==> src/rtl/edgefilt_pkg.sv <==
package edgefilt_pkg;

    // Trigger mode encoding for configuration writes.
    typedef enum logic [2:0] {
        TRIG_OFF    = 3'd0,
        TRIG_RISE   = 3'd1,
        TRIG_FALL   = 3'd2,
        TRIG_BOTH   = 3'd3,
        TRIG_LVL_HI = 3'd4,
        TRIG_LVL_LO = 3'd5,
        TRIG_RSV6   = 3'd6,
        TRIG_RSV7   = 3'd7
    } trig_e;

    // Per-channel arming state.
    typedef enum logic {
        CH_IDLE  = 1'b0,
        CH_ARMED = 1'b1
    } chan_st_e;

    // Decoded form of a trigger mode.
    typedef struct packed {
        logic legal;
        logic en;
        logic rise;
        logic fall;
    } trig_dec_t;

    function automatic trig_dec_t decode_trig(logic [2:0] mode);
        trig_dec_t d;
        d = '0;
        unique case (trig_e'(mode))
            TRIG_OFF:  d = '{legal: 1'b1, en: 1'b0, rise: 1'b0, fall: 1'b0};
            TRIG_RISE: d = '{legal: 1'b1, en: 1'b1, rise: 1'b1, fall: 1'b0};
            TRIG_FALL: d = '{legal: 1'b1, en: 1'b1, rise: 1'b0, fall: 1'b1};
            TRIG_BOTH: d = '{legal: 1'b1, en: 1'b1, rise: 1'b1, fall: 1'b1};
            TRIG_LVL_HI, TRIG_LVL_LO, TRIG_RSV6, TRIG_RSV7: d = '0;
        endcase
        return d;
    endfunction

endpackage

==> src/rtl/edgefilt_cfg.sv <==
module edgefilt_cfg
    import edgefilt_pkg::*;
#(
    parameter int NPINS = 64,
    parameter int IDXW  = $clog2(NPINS)
) (
    input  logic             clk,
    input  logic             rst_n,
    input  logic             cfg_we,
    input  logic [IDXW-1:0]  cfg_pin,
    input  logic [2:0]       cfg_mode,
    output logic [NPINS-1:0] en_q,
    output logic [NPINS-1:0] rise_q,
    output logic [NPINS-1:0] fall_q,
    output logic [NPINS-1:0] en_nxt,
    output logic             wr_ok,
    output logic             wr_arm,
    output logic             cfg_err
);

    trig_dec_t        dec;
    logic             pin_ok;
    logic [NPINS-1:0] rise_nxt;
    logic [NPINS-1:0] fall_nxt;

    always_comb begin
        dec    = decode_trig(cfg_mode);
        pin_ok = ({1'b0, cfg_pin} < (IDXW+1)'(NPINS));
        wr_ok  = cfg_we && dec.legal && pin_ok;
        wr_arm = wr_ok && dec.en;
    end

    always_comb begin
        en_nxt   = en_q;
        rise_nxt = rise_q;
        fall_nxt = fall_q;
        if (wr_ok) begin
            en_nxt[cfg_pin]   = dec.en;
            rise_nxt[cfg_pin] = dec.rise;
            fall_nxt[cfg_pin] = dec.fall;
        end
    end

    always_ff @(posedge clk or negedge rst_n) begin
        if (!rst_n) begin
            en_q    <= '0;
            rise_q  <= '0;
            fall_q  <= '0;
            cfg_err <= 1'b0;
        end else begin
            en_q    <= en_nxt;
            rise_q  <= rise_nxt;
            fall_q  <= fall_nxt;
            cfg_err <= cfg_we && !wr_ok;
        end
    end

    // a refused write leaves all masks as they were
    assert_bad_write_keeps_cfg_R7: assert property (@(posedge clk) disable iff (!rst_n)
        (cfg_we && !wr_ok) |=> (en_q == $past(en_q) && rise_q == $past(rise_q) && fall_q == $past(fall_q)));

    // an enabled pin always carries at least one edge select (no level mode stored)
    assert_no_level_stored_R7: assert property (@(posedge clk) disable iff (!rst_n)
        (en_q & ~(rise_q | fall_q)) == '0);

endmodule

==> src/rtl/edgefilt_chan.sv <==
module edgefilt_chan
    import edgefilt_pkg::*;
#(
    parameter int CHW = 32
) (
    input  logic           clk,
    input  logic           rst_n,
    input  logic           wr_hit,
    input  logic [CHW-1:0] en_ch_q,
    input  logic [CHW-1:0] en_ch_nxt,
    output logic           refresh
);

    chan_st_e st_q;
    chan_st_e st_d;

    // State register
    always_ff @(posedge clk or negedge rst_n) begin
        if (!rst_n) st_q <= CH_IDLE;
        else        st_q <= st_d;
    end

    // Next-state logic
    always_comb begin
        st_d = st_q;
        unique case (st_q)
            CH_IDLE:  if (wr_hit)           st_d = CH_ARMED;
            CH_ARMED: if (en_ch_nxt == '0)  st_d = CH_IDLE;
        endcase
    end

    // Outputs: snapshot reload only on the arming transition
    always_comb begin
        refresh = 1'b0;
        unique case (st_q)
            CH_IDLE:  refresh = wr_hit;
            CH_ARMED: refresh = 1'b0;
        endcase
    end

    // armed state mirrors presence of an enabled pin in the channel
    assert_armed_tracks_enable_R8: assert property (@(posedge clk) disable iff (!rst_n)
        (st_q == CH_ARMED) == (en_ch_q != '0));

endmodule

==> src/rtl/edgefilt_detect.sv <==
module edgefilt_detect #(
    parameter int NPINS = 64,
    parameter int CHW   = 32,
    parameter int NCH   = (NPINS + CHW - 1) / CHW
) (
    input  logic             clk,
    input  logic             rst_n,
    input  logic             sample_stb,
    input  logic [NPINS-1:0] pins,
    input  logic [NPINS-1:0] en_q,
    input  logic [NPINS-1:0] rise_q,
    input  logic [NPINS-1:0] fall_q,
    input  logic [NCH-1:0]   refresh,
    input  logic             clr_we,
    input  logic [NPINS-1:0] clr_mask,
    output logic [NPINS-1:0] pend_q
);

    logic [NPINS-1:0] snap_q;
    logic [NPINS-1:0] snap_d;
    logic [NPINS-1:0] rise_ev;
    logic [NPINS-1:0] fall_ev;
    logic [NPINS-1:0] evt;
    logic [NPINS-1:0] pend_d;

    for (genvar i = 0; i < NPINS; i++) begin : g_snap
        localparam int CH = i / CHW;
        assign snap_d[i] = (sample_stb || refresh[CH]) ? pins[i] : snap_q[i];
    end

    always_comb begin
        rise_ev = ~snap_q & pins & en_q & rise_q;
        fall_ev = snap_q & ~pins & en_q & fall_q;
        evt     = sample_stb ? (rise_ev | fall_ev) : '0;
        pend_d  = (pend_q & ~(clr_we ? clr_mask : '0)) | evt;
    end

    always_ff @(posedge clk or negedge rst_n) begin
        if (!rst_n) begin
            snap_q <= '0;
            pend_q <= '0;
        end else begin
            snap_q <= snap_d;
            pend_q <= pend_d;
        end
    end

    // a qualified rising edge is pending after the strobe
    assert_rise_sets_R1: assert property (@(posedge clk) disable iff (!rst_n)
        sample_stb |=> (($past(~snap_q & pins & en_q & rise_q) & ~pend_q) == '0));

    // a qualified falling edge is pending after the strobe
    assert_fall_sets_R2: assert property (@(posedge clk) disable iff (!rst_n)
        sample_stb |=> (($past(snap_q & ~pins & en_q & fall_q) & ~pend_q) == '0));

    // no bit becomes pending without a strobe
    assert_set_only_on_strobe_R4: assert property (@(posedge clk) disable iff (!rst_n)
        !sample_stb |=> ((pend_q & ~$past(pend_q)) == '0));

    // every strobe loads the whole pin vector into the snapshot
    assert_snap_follows_strobe_R4: assert property (@(posedge clk) disable iff (!rst_n)
        sample_stb |=> (snap_q == $past(pins)));

    // pending bits never drop without a clear
    assert_sticky_without_clear_R5: assert property (@(posedge clk) disable iff (!rst_n)
        !clr_we |=> (($past(pend_q) & ~pend_q) == '0));

    // a disabled pin cannot raise its pending bit
    assert_disabled_never_sets_R6: assert property (@(posedge clk) disable iff (!rst_n)
        1'b1 |=> ((pend_q & ~$past(pend_q) & ~$past(en_q)) == '0));

endmodule

==> src/rtl/edgefilt_prio.sv <==
module edgefilt_prio #(
    parameter int NPINS = 64,
    parameter int IDXW  = $clog2(NPINS)
) (
    input  logic [NPINS-1:0] vec,
    output logic             valid,
    output logic [IDXW-1:0]  idx
);

    always_comb begin
        idx   = '0;
        valid = |vec;
        for (int i = NPINS - 1; i >= 0; i--) begin
            if (vec[i]) idx = IDXW'(i);
        end
    end

endmodule

==> src/rtl/edgefilt_top.sv <==
module edgefilt_top
    import edgefilt_pkg::*;
#(
    parameter int NPINS = 64,
    parameter int CHW   = 32,
    parameter int IDXW  = $clog2(NPINS)
) (
    input  logic             clk,
    input  logic             rst_n,
    input  logic             sample_stb,
    input  logic [NPINS-1:0] pins,
    input  logic             cfg_we,
    input  logic [IDXW-1:0]  cfg_pin,
    input  logic [2:0]       cfg_mode,
    input  logic             clr_we,
    input  logic [NPINS-1:0] clr_mask,
    output logic [NPINS-1:0] pend,
    output logic             first_valid,
    output logic [IDXW-1:0]  first_idx,
    output logic             cfg_err
);

    localparam int NCH  = (NPINS + CHW - 1) / CHW;
    localparam int PADW = NCH * CHW;

    logic [NPINS-1:0] en_q;
    logic [NPINS-1:0] rise_q;
    logic [NPINS-1:0] fall_q;
    logic [NPINS-1:0] en_nxt;
    logic             wr_ok;
    logic             wr_arm;
    logic [PADW-1:0]  en_q_pad;
    logic [PADW-1:0]  en_nxt_pad;
    logic [NCH-1:0]   refresh;

    edgefilt_cfg #(.NPINS(NPINS), .IDXW(IDXW)) u_cfg (
        .clk      (clk),
        .rst_n    (rst_n),
        .cfg_we   (cfg_we),
        .cfg_pin  (cfg_pin),
        .cfg_mode (cfg_mode),
        .en_q     (en_q),
        .rise_q   (rise_q),
        .fall_q   (fall_q),
        .en_nxt   (en_nxt),
        .wr_ok    (wr_ok),
        .wr_arm   (wr_arm),
        .cfg_err  (cfg_err)
    );

    assign en_q_pad   = PADW'(en_q);
    assign en_nxt_pad = PADW'(en_nxt);

    for (genvar c = 0; c < NCH; c++) begin : g_chan
        logic hit;
        assign hit = wr_arm && ((int'(cfg_pin) / CHW) == c);
        edgefilt_chan #(.CHW(CHW)) u_chan (
            .clk       (clk),
            .rst_n     (rst_n),
            .wr_hit    (hit),
            .en_ch_q   (en_q_pad[c*CHW +: CHW]),
            .en_ch_nxt (en_nxt_pad[c*CHW +: CHW]),
            .refresh   (refresh[c])
        );
    end

    edgefilt_detect #(.NPINS(NPINS), .CHW(CHW), .NCH(NCH)) u_detect (
        .clk        (clk),
        .rst_n      (rst_n),
        .sample_stb (sample_stb),
        .pins       (pins),
        .en_q       (en_q),
        .rise_q     (rise_q),
        .fall_q     (fall_q),
        .refresh    (refresh),
        .clr_we     (clr_we),
        .clr_mask   (clr_mask),
        .pend_q     (pend)
    );

    edgefilt_prio #(.NPINS(NPINS), .IDXW(IDXW)) u_prio (
        .vec   (pend),
        .valid (first_valid),
        .idx   (first_idx)
    );

    // reported index is set and nothing below it is
    assert_first_is_lowest_R9: assert property (@(posedge clk) disable iff (!rst_n)
        first_valid |-> (pend[first_idx] && ((pend & ((NPINS'(1) << first_idx) - NPINS'(1))) == '0)));

    // valid flag agrees with pending vector
    assert_valid_matches_R9: assert property (@(posedge clk) disable iff (!rst_n)
        first_valid == (pend != '0));

    // accepted writes never raise the error flag
    assert_ok_write_no_err_R7: assert property (@(posedge clk) disable iff (!rst_n)
        (cfg_we && wr_ok) |=> !cfg_err);

endmodule

==> config.mk <==
export PLATFORM = sky130hd
export DESIGN_NAME = edgefilt_top
export DESIGN_NICKNAME = d
export VERILOG_FILES = /design/src/rtl/edgefilt_pkg.sv /design/src/rtl/edgefilt_cfg.sv /design/src/rtl/edgefilt_chan.sv /design/src/rtl/edgefilt_detect.sv /design/src/rtl/edgefilt_prio.sv /design/src/rtl/edgefilt_top.sv
export SDC_FILE = /design/constraint.sdc
export NUM_CORES = 1
export LEC_CHECK = 0
export BUFFER_PORTS_ARGS = -buffer_cell sky130_fd_sc_hd__buf_2
export CAP_MARGIN = 20
export CORE_MARGIN = 1.5
export CORE_UTILIZATION = 45
export DETAILED_ROUTE_END_ITERATION = 8
export PLACE_DENSITY = 0.68
export RECOVER_POWER = 25
export SYNTH_ARGS = -nofsm -noshare
export SYNTH_HDL_FRONTEND = slang
export SYNTH_HIERARCHICAL = 1
export SYNTH_SLANG_ARGS = --single-unit
==> constraint.sdc <==
create_clock -name clk -period 2.2 [get_ports clk]
set_input_delay 0.22 -clock clk [delete_from_list [all_inputs] [get_ports clk]]
set_output_delay 0.22 -clock clk [all_outputs]
set_load 0.02 [all_outputs]
======== Word level (Yosys, flattened, before mapping) ========
Memory sizes are Yosys's and may differ from the RTL's.
Index checks and enable logic that the tools add are counted.
operators by class
  mux-type cells .......................... 80
  bitwise gates (word level) .............. 14
  reduce and logical (&&, ||, !) cells .... 13
  order comparisons ....................... 2
operators by type and width
  operator                                                                              count
  64-bit AND                                                                            7
  6-bit two-way mux                                                                     64
  64-bit bitwise mux                                                                    3
  64-bit two-way mux                                                                    3
  64-bit inverter                                                                       3
  64-bit bitwise OR                                                                     2
  32-bit zero test                                                                      3
  64-bit OR reduction                                                                   1
  1-bit case mux with 2 select lines                                                    4
  6-bit by 7-bit < comparator with 1-bit output (second input constant)                 1
  1-bit demux with 6-bit select                                                         1
  6-bit by 1-bit greater-or-equal comparator with 1-bit output (second input constant)  1
  1-bit logical AND                                                                     6
  1-bit two-way mux                                                                     5
  1-bit logical OR                                                                      2
  1-bit inverter                                                                        2
  1-bit zero test                                                                       1
storage, ports and cells
  output and inout port bits .............. 72
  memories kept ........................... 1
  bits of input ports ..................... 142
  ROM bits ................................ 32
  flip-flop bits (word level) ............. 323
memory list
  memory           words  width  read ports  clocked after memory_dff  write ports  line                RTL
  (no name shown)  8      4      1           0                         0            edgefilt_pkg.sv:32  unique case (trig_e'(mode))

======== Depth between registers and ports, before layout ========
Gate-level depths: netlist of run 1.
  depth in word-level cells ............... 64
  mapped depth ............................ 10
  gate-level depth less buffers ........... 7

======== Hierarchy ========
The synthesis of run 1 kept the hierarchy.
modules (own cells, without submodules)
  module           times used  cells an instance  seq. area each (um^2)  area each (um^2)
  edgefilt_cfg     1           517                4829.6                 7764.9
  edgefilt_detect  1           534                3203.1                 6271.0
  edgefilt_prio    1           145                0.0                    887.1
  edgefilt_chan    2           14                 25.0                   108.9
  edgefilt_top     1           2                  0.0                    16.3

======== Worst setup path before layout of run 1 ========
OpenSTA, ideal clock, no wires.
  path type ............................... reg2out
  start ................................... reg u_detect.pend_q[15]
  end ..................................... out first_idx[5]
  stages on the path, launching flop included .. 5
  path slack .............................. -0.044 ns
  buffers on the path ..................... 0
  arrival time ............................ 2.024 ns
  path through ............................ dfrtp_1 > or4_4 > nor2b_2 > nand3_1 > nor4_1
between the ends
  word-level cells in the longest chain between the ends .. 16
ends and longest elaborated chain
  element                           line                   RTL
  from (decl)                       edgefilt_detect.sv:16  output logic [NPINS-1:0] pend_q
  from (signal assigned)            edgefilt_detect.sv:44  pend_q <= pend_d;
  6-bit two-way mux (16 in series)  edgefilt_prio.sv:14    if (vec[i]) idx = IDXW'(i);
  to (decl)                         edgefilt_top.sv:19     output logic [IDXW-1:0] first_idx,
No other way between the ends.

======== Final worst setup path of run 1 ========
  start ................................... reg u_detect.pend_q[59]
  end ..................................... out first_idx[2]
between the ends
  word-level cells in the longest chain between the ends .. 60
ends and longest elaborated chain
  element                           line
  6-bit two-way mux (60 in series)  edgefilt_prio.sv:14
No other way between the ends.

==> flow_summary.toml, run 1 <==
[floorplan]
die_w_um = 186.5
pin_count = 214
core_area_mm2 = 0.03336
start_util_pct = 45.43
fp.dieH_um = 186.5
rows = 67
dieArea_mm2 = 0.03479

[pwr]
pwr-share-clk_pct = 41.5
ir_drop_mv = 0.4966
seqPwrFrac_pct = 46.0
p_leak_nw = 9.783
combPwrFrac_pct = 12.5
powerDensity_mw_per_mm2 = 707.0
p_int_mw = 10.69
power_switching_mw = 3.564
switching_share_pct = 25.00

[clocking]
cts_root_buffer = "clkbuf_16"
htree_levels = 2
clk_pin_slew_ns = 0.06
cts_tree = "built"
cts_max_path_buffers = 3
cts_sinks = 323
cts_buffers = 36
worstSkewPairLatency_ns = 0.51

[timing]
max_freq_mhz = 356.1
timing.final.hold_violations = 0
whs_ns = 0.008487
finalCriticalPeriod_ns = 2.808
tightest_slew_ns = 1.744
layout_setup_ws_ns = -0.6079
setup_viol = 56
fin_tns_setup_ns = -5.109
fin_crit_sh_pct = 127.6
fin_worst_skew_ns = 0.01648
final_max_slew_viol_count = 58
rsz0062_at_grt = "yes"
slew-limit-headroom_pct = -16.24

[synthesis]
syn-mean-instance-area_um2 = 12.36
synth_cells = 1226
synthArstFlopShare_pct = 100.0
synth-edff-count = 0
synth_seq_cells = 323
ys_warn_count = 6
synthFlopType = "dfrtp_1"
synth.distinct_cells = 63
syn_nets = 1368
syn_area_mm2 = 0.01516
ys_seq_area_share_pct = 53.33

[global_route]
grt_max_degree = 65
grt_pass1_wl_mm = 71.97
grt_overflow_total = 0
grt_pass1_vias = 12509
antenna_found_initial = 4
gr-usage-all-layers_pct = 26.55

[setup_path]
worstSetupPathType = "flip-flop to primary output"
worstPathRequired_ns = 1.98
cp_max_fo = 6
rrSetupSlack_ns = 0.47
worstSetupStartpointType = "flip-flop"
arrival_ns = 2.59
r2r_cells = 4
rr_startpoint = "u_cfg/en_q[61]$_DFF_PN0_"
end_kind = "primary output"
reg2reg_to = "g_chan[1].u_chan/st_q$_DFF_PN0_"

[place]
place_ws_ns = -0.5020
gp_congestion = 0.8587
dpl.hpwl_mm = 32.98
placedCellCount = 2021
io_buffers = 213

[outcome]
violations = "max-capacitance violations, max-slew violations, negative setup slack"
status = "finished, violations left"

[cells_and_area]
drive_gt1_share_pct = 44.85
layout.nets = 1826
fillers = 2793
stdcell_count = 2160
final_util_pct = 60.44
area_growth_pct = 33.04

[routing]
drt_first_pass_iters = 5
final_antenna_net_count = 0
wire_per_inst_um = 21.47
dr.first_iter.drc_count = 818
viasPerCell = 5.624
drc = 0
totalWireLength_mm = 46.37
vias = 12148

[job]
drv_cap = 1

[worst_hold_path]
whs_path_depth = 3
hp-start = "clr_mask[14]"
hold_path_end = "u_detect/pend_q[14]$_DFF_PN0_"
worstHoldPathType = "input port to flip-flop"
final cells by class:
class / instances / area, um^2 / share of cell area, %
flip-flops and latches: 323 / 8088 / 40.11
repair buffers: 472 / 3329 / 16.51
well taps: 448 / 560.5 / 2.780
diodes: 2 / 5.005 / 0.02482
multi-input cells: 841 / 6974 / 34.59
clock buffers: 50 / 1065 / 5.280
inverters: 10 / 37.54 / 0.1862
clock inverters: 14 / 105.1 / 0.5212
metrics by stage:
| stage | instance area, um^2 | power (mW) |
|---|---|---|
| 2_1_floorplan | 15160 | 7.446 |
| 3_3_place_gp | 18070 | 8.198 |
| 3_5_place_dp | 18070 | 8.246 |
| 4_1_cts | 20200 | 14.31 |
| 5_1_grt | 20160 | 14.75 |
| 6_report | 20160 | 14.26 |
flip-flops by register name, summed over array words and instances (netlist names):
| signal | count |
|---|---|
| u_detect/pend_q | 64 |
| u_cfg/fall_q | 64 |
| u_cfg/en_q | 64 |
| u_cfg/rise_q | 64 |
| u_detect/snap_q | 64 |
| u_cfg/cfg_err | 1 |
| g_chan.u_chan/st_q | 2 |
per-layer routing:
metal  global-route usage, %  vias up  wire length, um
met5                       0        -               23
met4                   8.778        4             1353
met3                   4.627       91             2963
met2                   42.94      436            21920
met1                   36.36     6164            20120
li1                        -     5453                -
Yosys cell counts, types with 2 or more instances:
master     instances  area share (%)
clkbuf_1          24            0.59
o21ai_0           70             2.3
nand2b_1           4            0.17
nand4b_1           6            0.35
nor4b_2            5            0.50
nor4bb_1           2            0.13
and4_1             4            0.23
mux2_2           193              14
nor2_1            36            0.89
buf_2             15            0.50
o21a_1             3            0.15
nor2_2             5            0.21
a21boi_1           2           0.099
nor2_4             2            0.15
and4b_1            2            0.13
o311ai_1           2            0.12
nand4bb_1          2            0.15
mux2_4            60             5.9
nand3_1            6            0.20
mux2_1             3            0.22
a211oi_1           2           0.099
o31ai_1            3            0.15
nand2_1          181             4.5
nor3_1            12            0.40
dfrtp_1          323              53
inv_1             10            0.25
nor4_4             2            0.28
or4_1              3            0.15
a32o_1            64             4.2
and4bb_1           3            0.25
and2_1             3            0.12
buf_6             12            0.89
or4_4              2            0.15
nand3b_1          65             3.2
nor4_1            32             1.3
nor4b_4            2            0.31
o21bai_1           3            0.15
o211ai_1           4            0.20
a21oi_1           10            0.33
and4bb_2           5            0.41
nor2b_1           12            0.50
or3_1              3            0.12
a31oi_1            4            0.17
how the worst max path moves through the flow:
stage,startpoint,endpoint,slack [ns],cells after the start
5_1_grt,u_detect/pend_q[62]$_DFF_PN0_,first_idx[5],-0.60,7
4_1_cts,u_detect/pend_q[22]$_DFF_PN0_,first_idx[2],-0.61,6
6_report,u_detect/pend_q[59]$_DFF_PN0_,first_idx[2],-0.61,7
3_5_place_dp,cfg_pin[1],g_chan[1].u_chan/st_q$_DFF_PN0_,-0.50,9
2_1_floorplan,cfg_mode[2],u_detect/snap_q[10]$_DFFE_PN0P_,0.09,10
3_3_place_gp,cfg_mode[2],g_chan[1].u_chan/st_q$_DFF_PN0_,-0.49,9
worst max-delay path: stages, from the launching register on:
cell and delay (ns):
dfrtp_2 0.46, nor4_1 0.38, a21boi_1 0.15, buf_4 0.17
o211ai_1 0.34, o211ai_1 0.18, a21boi_2 0.22, buf_4 0.17
power by group through the flow:
stage               clock (mW)  sequential [mW]  combinational, mW
floorplan                    0             6.57              0.876
global placement             0             6.63               1.57
detailed placement           0             6.64               1.61
CTS                       6.00             6.54               1.77
global route              6.26             6.59               1.90
finish                    5.92             6.55               1.78
cells by family (layout without fill, tap and decap cells):
group	count (synthesis)	count (layout)	share of synthesized area, %
compound gates	177	177	8.552
buf+inv	62	546	2.278
mux	256	256	20.51
flops	323	323	53.33
other cells	0	2	0
simple gates	408	408	15.34
placed cells by master, fill, tap and decap left out, drive strengths merged, types with 8 or more instances in the layout:
| master | n |
|---|---|
| clkinv | 9 |
| dfrtp | 323 |
| dlygate4sd3 | 69 |
| nor2 | 43 |
| nand2 | 181 |
| nor4 | 35 |
| buf | 394 |
| a21oi | 10 |
| clkbuf | 59 |
| a32o | 64 |
| mux2 | 256 |
| nor3 | 12 |
| o21ai | 71 |
| nand3b | 65 |
| inv | 10 |
| and4bb | 8 |
| nor2b | 13 |
what timing repair did:
item | in CTS | in global routing
pin swaps | 20 | 9
endpoints found under the hold margin | 119 | 0
setup endpoints to repair | 7 | 8
setup buffers | 5 | 1
hold buffers | 69 | 0
resized for setup | 48 | 7
Power figures use the tool's default switching activity.
==> run 2: changes to the inputs <==
- CORE_MARGIN: 1.5 -> unset
==> flow_summary.toml, run 2 (synthesized netlist as in run 1, its figures left out) <==
[setup_path]
cpMaxStageDelayCell = "dfrtp_1"
arrival_ns = 2.48
cp_cell_sequence = "nor4_4 -> a21boi_1 -> buf_4 -> o211ai_1 -> o211ai_1 -> a21boi_2 -> buf_2"
worst-path-buf-inv = 2
cp_top_family = "compound AO/OA/AOI/OAI gates"
cp_slowest_stage_delay_ns = 0.50
worstPathRequired_ns = 1.98
worstSetupStartpointType = "flip-flop"
end_kind = "primary output"
worstSetupPathType = "flip-flop to primary output"
cp_max_fo = 6
cpMostUsedCell = "o211ai_1"

[floorplan]
rows = 66
pin_count = 214
start_util_pct = 46.12
fp.dieH_um = 185.5
die_w_um = 185.5
core_area_mm2 = 0.03287
dieArea_mm2 = 0.03442

[cells_and_area]
design_area_mm2 = 0.02023
final_cell_mix = "dfrtp_1, buf_2, mux2_2"
stdcell_count = 2162
drive_gt1_share_pct = 43.06
mostFrequentLayoutCell = "dfrtp_1"
area_growth_pct = 33.45
final_util_pct = 61.54
fillers = 2628
layout.nets = 1832

[timing]
slew-limit-headroom_pct = 9.143
rsz0062_at_grt = "yes"
timing.final.hold_violations = 0
finalCriticalPeriod_ns = 2.696
final_max_slew_viol_count = 0
setup_viol = 7
layout_setup_ws_ns = -0.4961
tightest_slew_ns = 1.363
fin_worst_skew_ns = 0.01851
fin_crit_sh_pct = 122.6
max_freq_mhz = 370.9

[place]
placedCellCount = 2003
gp_congestion = 0.8816
placed_area_mm2 = 0.01796
dpl.hpwl_mm = 32.21
io_buffers = 213

[clocking]
cts_buffers = 37
cts_sinks = 323
cts_max_path_buffers = 3
clk_pin_slew_ns = 0.06
cts_tree = "built"
cts_root_buffer = "clkbuf_16"
worstSkewPairLatency_ns = 0.52
htree_levels = 2

[global_route]
grt_max_degree = 71
grt_pass1_vias = 12340
antenna_found_initial = 6
grt_pass1_wl_mm = 69.50
gr-usage-all-layers_pct = 26.81
grt_overflow_total = 0

[pwr]
power_mw = 14.53
powerDensity_mw_per_mm2 = 718.6
ir_drop_mv = 0.6477
p_leak_nw = 9.793

[routing]
vias = 12161
drc = 0
final_antenna_net_count = 0
drt_first_pass_iters = 5
totalWireLength_mm = 45.94
wire_per_inst_um = 21.25
dr.first_iter.drc_count = 793
viasPerCell = 5.625

[outcome]
status = "finished, violations left"
violations = "negative setup slack"

[worst_hold_path]
worstHoldPathType = "input port to flip-flop"

[job]
drv_cap = 0
==> run 2: cell types whose count changed in the layout (fill, tap and decap cells not counted), moves of 3 or more <==
cell           delta
and4bb_1          +4
and4bb_2          -4
buf_4            -15
clkbuf_1         +10
clkbuf_8          -3
clkinv_2          -4
clkinvlp_4        -3
diode_2           +4
dlygate4sd3_1    +18
nor4_2            +3
==> run 2: cell type report <==
type | instances | area (um^2) | area share (%)
Antenna cell | 6 | 15.01 | 0.07423
Timing Repair Buffer | 477 | 3387 | 16.75
Inverter | 10 | 37.54 | 0.1856
Clock buffer | 53 | 1089 | 5.382
Clock inverter | 10 | 131.4 | 0.6495
Sequential cell | 323 | 8089 | 39.99
Multi-Input combinational cell | 841 | 6925 | 34.24
Tap cell | 442 | 553.0 | 2.734
==> run 2: tightest hold or removal path, delay by kind of cell <==
kind / cells / cell delay, ns
AOI/OAI and AO/OA: 1 / 0.12
buffers and inverters: 1 / 0.10
and+or+nand+nor: 1 / 0.06
==> run 2: report_power, final <==
group,internal (mW),switching (mW)
sequential,6.30,0.255
clock,3.78,2.43
combinational,0.901,0.873
total,11.0,3.55
==> run 2: metrics by stage <==
stage | setup WS [ns] | setup TNS (ns) | hold slack (ns)
2_1_floorplan | 0.09435 | 0 | -0.07559
3_3_place_gp | -0.3121 | -0.7648 | 0.1703
3_5_place_dp | -0.3043 | -0.8772 | 0.1795
4_1_cts | -0.5311 | -3.364 | 0.001123
5_1_grt | -0.5510 | -7.160 | 0.01155
6_report | -0.4961 | -3.016 | 0.01462
==> run 2: worst paths after layout <==
check | from | to | slack, ns | depth (start not counted)
min in group asynchronous | rst_n | u_detect/snap_q[19]$_DFFE_PN0P_ | 0.56 | 2
setup reg to reg | u_cfg/en_q[40]$_DFF_PN0_ | g_chan[1].u_chan/st_q$_DFF_PN0_ | 0.54 | 5
hold reg to reg | u_cfg/rise_q[28]$_DFFE_PN0P_ | u_cfg/rise_q[28]$_DFFE_PN0P_ | 0.50 | 1
hold / removal | clr_mask[5] | u_detect/pend_q[5]$_DFF_PN0_ | 0.01 | 3
max in group asynchronous | rst_n | u_detect/snap_q[27]$_DFFE_PN0P_ | 0.22 | 3
setup / recovery | u_detect/pend_q[54]$_DFF_PN0_ | first_idx[2] | -0.50 | 7
==> run 2: layer usage <==
| layer | vias to the layer above | global-route usage (%) | share of wire (%) |
|---|---|---|---|
| met2 | 447 | 42.22 | 46 |
| li1 | 5468 | - | - |
| met5 | - | 0 | 0.024 |
| met4 | 2 | 10.68 | 3.3 |
| met1 | 6151 | 36.74 | 44 |
| met3 | 93 | 4.754 | 6.5 |
==> run 2: timing repair <==
action                                  CTS  global route
pin swaps                                11             8
gates resized for setup                  31            18
hold endpoints to repair                126             0
endpoints found under the setup margin    7             7
setup buffers                             4             0
hold buffers                             87             0
